### src/rtl/rtc_pkg.sv
package rtc_pkg;

    localparam int NF = 6;   // chained BCD fields
    localparam int FS = 0;   // seconds
    localparam int FM = 1;   // minutes
    localparam int FH = 2;   // hours
    localparam int FD = 3;   // day of month
    localparam int FN = 4;   // month
    localparam int FY = 5;   // year

    typedef struct packed {
        logic                  stop;
        logic                  cent;
        logic [2:0]            wday;
        logic [NF-1:0][7:0]    fld;
    } rtc_state_t;

    function automatic logic bcd_in_range(logic [7:0] v, logic [7:0] lo, logic [7:0] hi);
        return (v[3:0] <= 4'd9) && (v[7:4] <= 4'd9) && (v >= lo) && (v <= hi);
    endfunction

    function automatic logic [6:0] bcd2bin(logic [7:0] v);
        return 7'(v[7:4]) * 7'd10 + 7'(v[3:0]);
    endfunction

    function automatic logic [7:0] bcd_inc(logic [7:0] v);
        if (v[3:0] == 4'd9)
            return {v[7:4] + 4'd1, 4'd0};
        return {v[7:4], v[3:0] + 4'd1};
    endfunction

endpackage

### src/rtl/rtc_bcd_step.sv
module rtc_bcd_step
    import rtc_pkg::*;
(
    input  logic       en_i,
    input  logic [7:0] val_i,
    input  logic [7:0] lo_i,
    input  logic [7:0] hi_i,
    output logic [7:0] nxt_o,
    output logic       wrap_o
);
    always_comb begin
        wrap_o = en_i && (val_i >= hi_i);
        if (!en_i)
            nxt_o = val_i;
        else if (wrap_o)
            nxt_o = lo_i;
        else
            nxt_o = bcd_inc(val_i);
    end
endmodule

### src/rtl/rtc_month_len.sv
module rtc_month_len
    import rtc_pkg::*;
#(
    parameter int YEAR_BASE = 2000
) (
    input  logic [7:0] month_i,
    input  logic [7:0] year_i,
    output logic [7:0] len_o
);
    logic [31:0] full_year;
    logic        leap;

    always_comb begin
        full_year = 32'(YEAR_BASE) + 32'(bcd2bin(year_i));
        leap      = (full_year[1:0] == 2'b00);
        case (month_i)
            8'h02:                      len_o = leap ? 8'h29 : 8'h28;
            8'h04, 8'h06, 8'h09, 8'h11: len_o = 8'h30;
            default:                    len_o = 8'h31;
        endcase
    end
endmodule

### src/rtl/bcd_rtc.sv
module bcd_rtc
    import rtc_pkg::*;
#(
    parameter int YEAR_BASE = 2000
) (
    input  logic       clk,
    input  logic       rst,
    input  logic       tick_i,
    input  logic       we_i,
    input  logic [2:0] addr_i,
    input  logic [7:0] wdata_i,
    output logic [7:0] rdata_o
);
    rtc_state_t            state_d, state_q;
    logic [NF-1:0][7:0]    lo, hi, nxt;
    logic [NF-1:0]         en, wrap;
    logic [7:0]            mlen;
    logic                  run;

    assign run = tick_i && !we_i && !state_q.stop;

    rtc_month_len #(.YEAR_BASE(YEAR_BASE)) mlen_i (
        .month_i (state_q.fld[FN]),
        .year_i  (state_q.fld[FY]),
        .len_o   (mlen)
    );

    always_comb begin
        lo = '0;
        hi = '0;
        hi[FS] = 8'h59;
        hi[FM] = 8'h59;
        hi[FH] = 8'h23;
        lo[FD] = 8'h01;
        hi[FD] = mlen;
        lo[FN] = 8'h01;
        hi[FN] = 8'h12;
        hi[FY] = 8'h99;
    end

    for (genvar i = 0; i < NF; i++) begin : g_chain
        if (i == 0) begin : g_first
            assign en[i] = run;
        end else begin : g_next
            assign en[i] = wrap[i-1];
        end
        rtc_bcd_step step_i (
            .en_i   (en[i]),
            .val_i  (state_q.fld[i]),
            .lo_i   (lo[i]),
            .hi_i   (hi[i]),
            .nxt_o  (nxt[i]),
            .wrap_o (wrap[i])
        );
    end

    always_comb begin
        state_d = state_q;
        if (we_i) begin
            case (addr_i)
                3'd0: begin
                    state_d.stop = wdata_i[7];
                    if (bcd_in_range({1'b0, wdata_i[6:0]}, 8'h00, 8'h59))
                        state_d.fld[FS] = {1'b0, wdata_i[6:0]};
                end
                3'd1: if (bcd_in_range({1'b0, wdata_i[6:0]}, 8'h00, 8'h59))
                          state_d.fld[FM] = {1'b0, wdata_i[6:0]};
                3'd2: if (bcd_in_range({2'b0, wdata_i[5:0]}, 8'h00, 8'h23))
                          state_d.fld[FH] = {2'b0, wdata_i[5:0]};
                3'd3: begin
                    state_d.cent = wdata_i[6];
                    if (wdata_i[2:0] != 3'd0)
                        state_d.wday = wdata_i[2:0];
                end
                3'd4: if (bcd_in_range({2'b0, wdata_i[5:0]}, 8'h01, 8'h31))
                          state_d.fld[FD] = {2'b0, wdata_i[5:0]};
                3'd5: if (bcd_in_range({3'b0, wdata_i[4:0]}, 8'h01, 8'h12))
                          state_d.fld[FN] = {3'b0, wdata_i[4:0]};
                3'd6: if (bcd_in_range(wdata_i, 8'h00, 8'h99))
                          state_d.fld[FY] = wdata_i;
                default: ;
            endcase
        end else if (run) begin
            state_d.fld = nxt;
            if (wrap[FH])
                state_d.wday = (state_q.wday == 3'd7) ? 3'd1 : state_q.wday + 3'd1;
        end
    end

    always_ff @(posedge clk) begin
        if (rst) begin
            state_q      <= '0;
            state_q.wday <= 3'd1;
            state_q.fld[FD] <= 8'h01;
            state_q.fld[FN] <= 8'h01;
        end else begin
            state_q <= state_d;
        end
    end

    always_comb begin
        case (addr_i)
            3'd0:    rdata_o = {state_q.stop, state_q.fld[FS][6:0]};
            3'd1:    rdata_o = state_q.fld[FM];
            3'd2:    rdata_o = state_q.fld[FH];
            3'd3:    rdata_o = {1'b0, state_q.cent, 3'b000, state_q.wday};
            3'd4:    rdata_o = state_q.fld[FD];
            3'd5:    rdata_o = state_q.fld[FN];
            3'd6:    rdata_o = state_q.fld[FY];
            default: rdata_o = 8'h00;
        endcase
    end
endmodule

### config.mk
export PLATFORM = sky130hd
export DESIGN_NAME = bcd_rtc
export DESIGN_NICKNAME = d
export VERILOG_FILES = /design/src/rtl/rtc_pkg.sv /design/src/rtl/rtc_bcd_step.sv /design/src/rtl/rtc_month_len.sv /design/src/rtl/bcd_rtc.sv
export SDC_FILE = /design/constraint.sdc
export NUM_CORES = 1
export LEC_CHECK = 0
export ABC_AREA = 1
export BUFFER_PORTS_ARGS = -buffer_cell sky130_fd_sc_hd__buf_2
export CORE_ASPECT_RATIO = 1.1
export CORE_MARGIN = 4
export CORE_UTILIZATION = 30
export CTS_CLUSTER_SIZE = 28
export DETAILED_ROUTE_END_ITERATION = 16
export PLACE_DENSITY = 0.56
export SYNTH_ARGS = -nofsm -noshare
export SYNTH_HDL_FRONTEND = slang
export SYNTH_SLANG_ARGS = --single-unit
### constraint.sdc
create_clock -name clk -period 2.25 [get_ports clk]
set_clock_uncertainty 0.15 [all_clocks]
set_input_delay 0.225 -clock clk [delete_from_list [all_inputs] [get_ports clk]]
set_output_delay 0.225 -clock clk [all_outputs]
set_load 0.1 [all_outputs]
# Word-level counts from Yosys, hierarchy flattened
# Index checks and enable logic that the tools add are counted.
# W data, S select, Z words.
[op_classes]
bitwise_logic = 0
addsub = 15
n_reduce_logical = 52
n_mul = 1
div = 0
n_eq_ne = 31
muxes = 61
order_cmp = 18
shift = 0
[op_table]
columns = ["cell", "n"]
rows = [
  ["$mux W8", 34],
  ["$mux W51", 2],
  ["$pmux W8 S7", 1],
  ["$add A4 B1 Y4 const B", 12],
  ["$reduce_and A4 Y1", 7],
  ["$ne A2 B1 Y1 const B", 13],
  ["$reduce_and A5 Y1", 5],
  ["$eq A4 B4 Y1 const B", 6],
  ["$reduce_bool A3 Y1", 7],
  ["$logic_and A1 B1 Y1", 19],
  ["$mux W1", 19],
  ["$eq A8 B3 Y1 const B", 2],
  ["$ge A8 B7 Y1 const B", 2],
  ["$pmux W8 S2", 1],
  ["$eq A3 B3 Y1 const B", 4],
  ["$le A6 B6 Y1 const B", 2],
  ["$mux W3", 4],
  ["$reduce_bool A2 Y1", 6],
  ["$eq A8 B2 Y1 const B", 1],
  ["$eq A8 B4 Y1 const B", 1],
  ["$eq A8 B5 Y1 const B", 1],
  ["$ge A8 B1 Y1 const B", 1],
  ["$ge A8 B5 Y1 const B", 1],
  ["$ge A8 B6 Y1 const B", 1],
  ["other kinds (22)", 26],
]
[word_totals]
elab_cells = 193
latchBits = 0
in_bits = 15
ramBits = 0
memories = 0
mem_bits_ro = 0
output_inout_bits = 8
regBits = 53

# Longest topological paths before layout
[depth]
depth_word = 17
ltp_mapped = 21

# By module
# A second synthesis with hierarchy kept.
[unflattened]
cells_unflattened = 1216
area_unflattened_um2 = 7006.7
[modules_own_cells]
columns = ["module", "seq_area_each_um2", "area_per_inst_um2", "cells_per_inst", "n_inst"]
rows = [
  ["rtc_bcd_step", 0.0, 613.1, 111, 6],
  ["bcd_rtc", 1061.0, 3140.5, 510, 1],
  ["rtc_month_len", 0.0, 187.7, 40, 1],
]

# Worst setup path after synthesis
# OpenSTA, ideal clock, no wires.
[synth_timing]
kind = "input-to-output"
start = "input addr_i[1]"
end = "output rdata_o[4]"
slack_ps = -790
path_stages = 3
arrival_ps = 2665
n_path_buf = 0
path_cell_list = "inv_1 nand3_1 o21ai_0"
[synth_via]
elab_chain_cells = 2
[synth_rtl]
columns = ["item", "line_no", "source"]
rows = [
  ["start: declaration", "bcd_rtc.sv:10", "input logic [2:0] addr_i,"],
  ["$eq A3 B3 Y1 (tied with other cells)", "bcd_rtc.sv:102", "case (addr_i)"],
  ["$pmux W8 S7 (*)", "bcd_rtc.sv:102", ""],
  ["end: declaration", "bcd_rtc.sv:12", "output logic [7:0] rdata_o"],
]
# Mark *: on every way between the ends. The rest lies on a longest branch, timed or not.

# Worst setup path after layout
[layout_timing]
start = "register state_q[32] in the netlist's numbering"
end = "register state_q[40] in the netlist's numbering"
[layout_via]
elab_chain_cells = 11
[layout_rtl]
columns = ["item", "line_no", "source"]
rows = [
  ["start: declaration", "bcd_rtc.sv:14", "rtc_state_t state_d, state_q;"],
  ["start signal: assignment", "bcd_rtc.sv:97", "state_q <= state_d;"],
  ["$eq A8 B3 Y1 (tied with other cells)", "rtc_month_len.sv:16", "case (month_i)"],
  ["$reduce_or A4 Y1", "rtc_month_len.sv:16", ""],
  ["$pmux W8 S2", "rtc_month_len.sv:16", ""],
  ["$ge A8 B8 Y1", "rtc_bcd_step.sv:12", "wrap_o = en_i && (val_i >= hi_i);"],
  ["$logic_and A1 B1 Y1", "rtc_bcd_step.sv:12", ""],
  ["$logic_and A1 B1 Y1 (*)", "rtc_bcd_step.sv:12", ""],
  ["$logic_and A1 B1 Y1", "rtc_bcd_step.sv:12", ""],
  ["$mux W8", "rtc_bcd_step.sv:15", "else if (wrap_o)"],
  ["$mux W8", "rtc_bcd_step.sv:13", "if (!en_i)"],
  ["$mux W51", "bcd_rtc.sv:83", "end else if (run) begin"],
  ["$mux W51", "bcd_rtc.sv:59", "if (we_i) begin"],
]
# Mark *: on every way between the ends. The rest lies on a longest branch, timed or not. The select of a mux whose other input is x is not followed.
# A chain may end at the register's enable or synchronous reset.

==> summary.md <==
| Metric | Value |
|---|---|
| Cts hold-fix bufs | 0 |
| Final period utilization | 1.126 |
| WL/cell | roughly 16 um |
| 1st-iter DRT viols | roughly 360 |
| TritonCTS clock tree | done |
| Final hold viol count | 0 |
| GR Overflow Total | 0 |
| Fmax | around 390 MHz |
| Biggest regs | state_q (53) |
| Die area | approximately 0.014 mm2 |
| Rows | between 40 and 50 |
| Final Cell Area | about 0.0050 mm2 |
| Placed cell area | 0.004512 mm2 |
| Final WL | between 10000 and 15000 um |
| RePlAce Congestion | between 0.8 and 0.9 |
| CTS sink cnt | 53 |
| Largest family of logic cells by synthesized area | simple AND/OR/NAND/NOR gates |
| Hold path cells | 3 |
| Compound-Gate Fraction of Synth Area | 0.2122 |
| Worst setup SP type | flop |
| Period minus WS final | roughly 2500 ps |
| Fin cells | 806 |
| Setup WS post-layout | -284.1 ps |
| Seq/Total Area, Yosys | 0.2838 |
| Nets | between 600 and 700 |
| Adder-cell share of the synthesized area | 0.07028 |
| Via count | 4153 |
| First-pass GRT wire length | between 20000 and 25000 um |
| Status | complete, but fails checks |
| Xor-xnor portion of the synthesized cell area | 0.02577 |
| Least-Margin Pin Slew | 643.1 ps |
| Rel. slew slack | 0.5693 |
| Worst setup EP type | flop |
| Most frequent cells in the layout | nand2_1, inv_1, nor2_1, buf_4, dfxtp_1 |
| VDD IR max | between 400 and 500 uV |
| Post-synth EDFFs | 0 |
| Unrepaired setup endpoints after global routing | true |
| Layout cell share with drive strength beyond 1 | 0.2684 |
| PortBufs | 22 |
| DRC violations left | 0 |
| Max FFs per register | between 50 and 60 |
| Cell Area, Synth | between 0.003 and 0.004 mm2 |
| I/O Pins | 23 |
| Post-route ant nets | 0 |
| Die extent in y | around 130 um |
| Drt pass-1 iters | 5 |
| Clock-pin slew on the worst setup and hold paths | 70 ps |
| Vias in the first global route | 4094 |
| Floorplan die width | between 100 and 150 um |
| Skew-Pair Late Insertion Delay | around 300 ps |
| Synth Register Bits | between 50 and 60 |
| Filler cells | approximately 1200 |
| Synth Area in Simple Gates | 0.3210 |
| Final setup vio count | 24 |
| Avg Vias per Cell | 5.153 |
| Worst Setup Path Type | reg -> reg |
| Antenna violations before repair | 0 |
| Max FO, Critical Path | 5 |
| Max Cap Viol | 0 |
| H-tree levels | 2 |
| Ys Warns | 0 |
| Max clock buf depth | 2 |
| Async SR Flop Fraction | 0 |
| Starting Density | 0.3080 |
| Core area | between 0.01 and 0.015 mm2 |
| Cells after Synth | roughly 570 |
| Hpwl dp | between 9000 and 10000 um |
| Dominant synthesized flop cell | dfxtp_1 |
| Fraction of synthesized area in multiplexers | 0 |
| Area Growth Syn to Fin | 34.37% |
| GRT Util Overall | 0.1790 |
| HP Class | in -> reg |
| Reg2reg path depth | 16 |
| Antenna diodes | 0 |
| Total CTS buffers | 5 |
| Syn nets | slightly above 600 |
| # placed instances | just under 800 |
| Biggest register | state_q |
| Final setup TNS | -4751 ps |
| Failing checks | negative setup slack |
| Synth cell types | between 40 and 50 |
| Commonest non-fill, non-tap cell in the layout | nand2_1 |
| Critical path arrival | 2580 ps |
| Syn Area/Cell | ~6.6 um2 |
| P_leak | ~0.0023 uW |
| Largest net degree at the start of global routing | 21 |
| Final core occ | 0.4138 |
| Final Slew Violations | 0 |
| Clock root cell | clkbuf_16 |
| WP data required | 2290 ps |
| Cell Pwr Density | 515.1 mW/mm2 |
==> layout make-up <==
class,instances,area (um2),share of cell area
Inverter,77,297.8,0.05928
Clock inverter,1,5.005,0.0009963
Multi-Input combinational cell,430,2595,0.5166
Clock buffer,7,152.6,0.03039
Timing Repair Buffer,84,710.7,0.1415
Sequential cell,53,1070,0.2130
Tap cell,154,192.7,0.03836
==> cell usage after synthesis, types with 19 or more instances <==
library cell    n  area [um2]
a21oi_1        31       155.2
a31oi_1        19       118.9
dfxtp_1        53        1061
ha_1           21       262.8
inv_1          70       262.8
nand2_1       128       480.5
nand3_1        24       120.1
nor2_1         67       251.5
o21ai_0        52       260.3
==> timing repair <==
action / 4_1_cts / 5_1_grt
setup endpoints to repair: 24 / 33
pin swaps: 8 / 6
cloned: 1 / 0
buffers inserted: 12 / 6
resized for setup: 41 / 21
hold endpoints to repair: 0 / 0
==> critical path, stage by stage, from the launching register on <==
cell and delay (ps):
dfxtp_4 370, inv_2 50, nor2_4 80, inv_2 50, nor3_2 200, a31oi_1 70
o22ai_1 160, nor2_1 70, ha_1 280, nand4_1 100, nand2_2 150, nand3_4 120
a21oi_4 240, buf_4 150, nand2_1 40, nor2_1 90, nor2_1 50
==> cell families (layout without fill, tap and decap cells) <==
family                     Yosys count  after routing
and+or+nand+nor                    263            263
AOI/OAI and AO/OA                  134            135
DFF                                 53             53
buffers and inverters               86            169
xor gates and xnor gates            11             11
adders and majority gates           21             21
==> per-stage QoR <==
step           setup slack (ps)  hold WS, ps  power (uW)
4_1_cts                  -223.4        64.03        2569
6_report                 -284.1        64.59        2588
3_5_place_dp             -365.8        315.8        1681
5_1_grt                  -439.7        84.71        2713
3_3_place_gp             -254.9        300.7        1670
2_1_floorplan            -161.0        222.3        1437
==> layer usage <==
metal / part of all wire / global-route usage / wire length (um) / up-vias
met5: 0 / 0 / 0 / -
met4: 0.025 / 0.06429 / 315 / 0
met3: 0.048 / 0.02610 / 614 / 26
met2: 0.47 / 0.2977 / 6009 / 100
met1: 0.45 / 0.2339 / 5778 / 1950
li1: - / - / - / 2077
==> where the power goes <==
group / switching [uW] / total (uW) / internal, uW
Clock: 367 / 840 / 473
Combinational: 433 / 699 / 266
Sequential: 60.8 / 1050 / 988
==> worst paths after layout <==
check	start	end	slack, ps
hold reg to reg	state_q[7]	state_q[7]	330
hold / removal	wdata_i[7]	state_q[52]	60
setup reg to reg	state_q[32]	state_q[40]	-280
setup / recovery	state_q[32]	state_q[40]	-280
No activity file was read; power rests on OpenSTA's default activity.
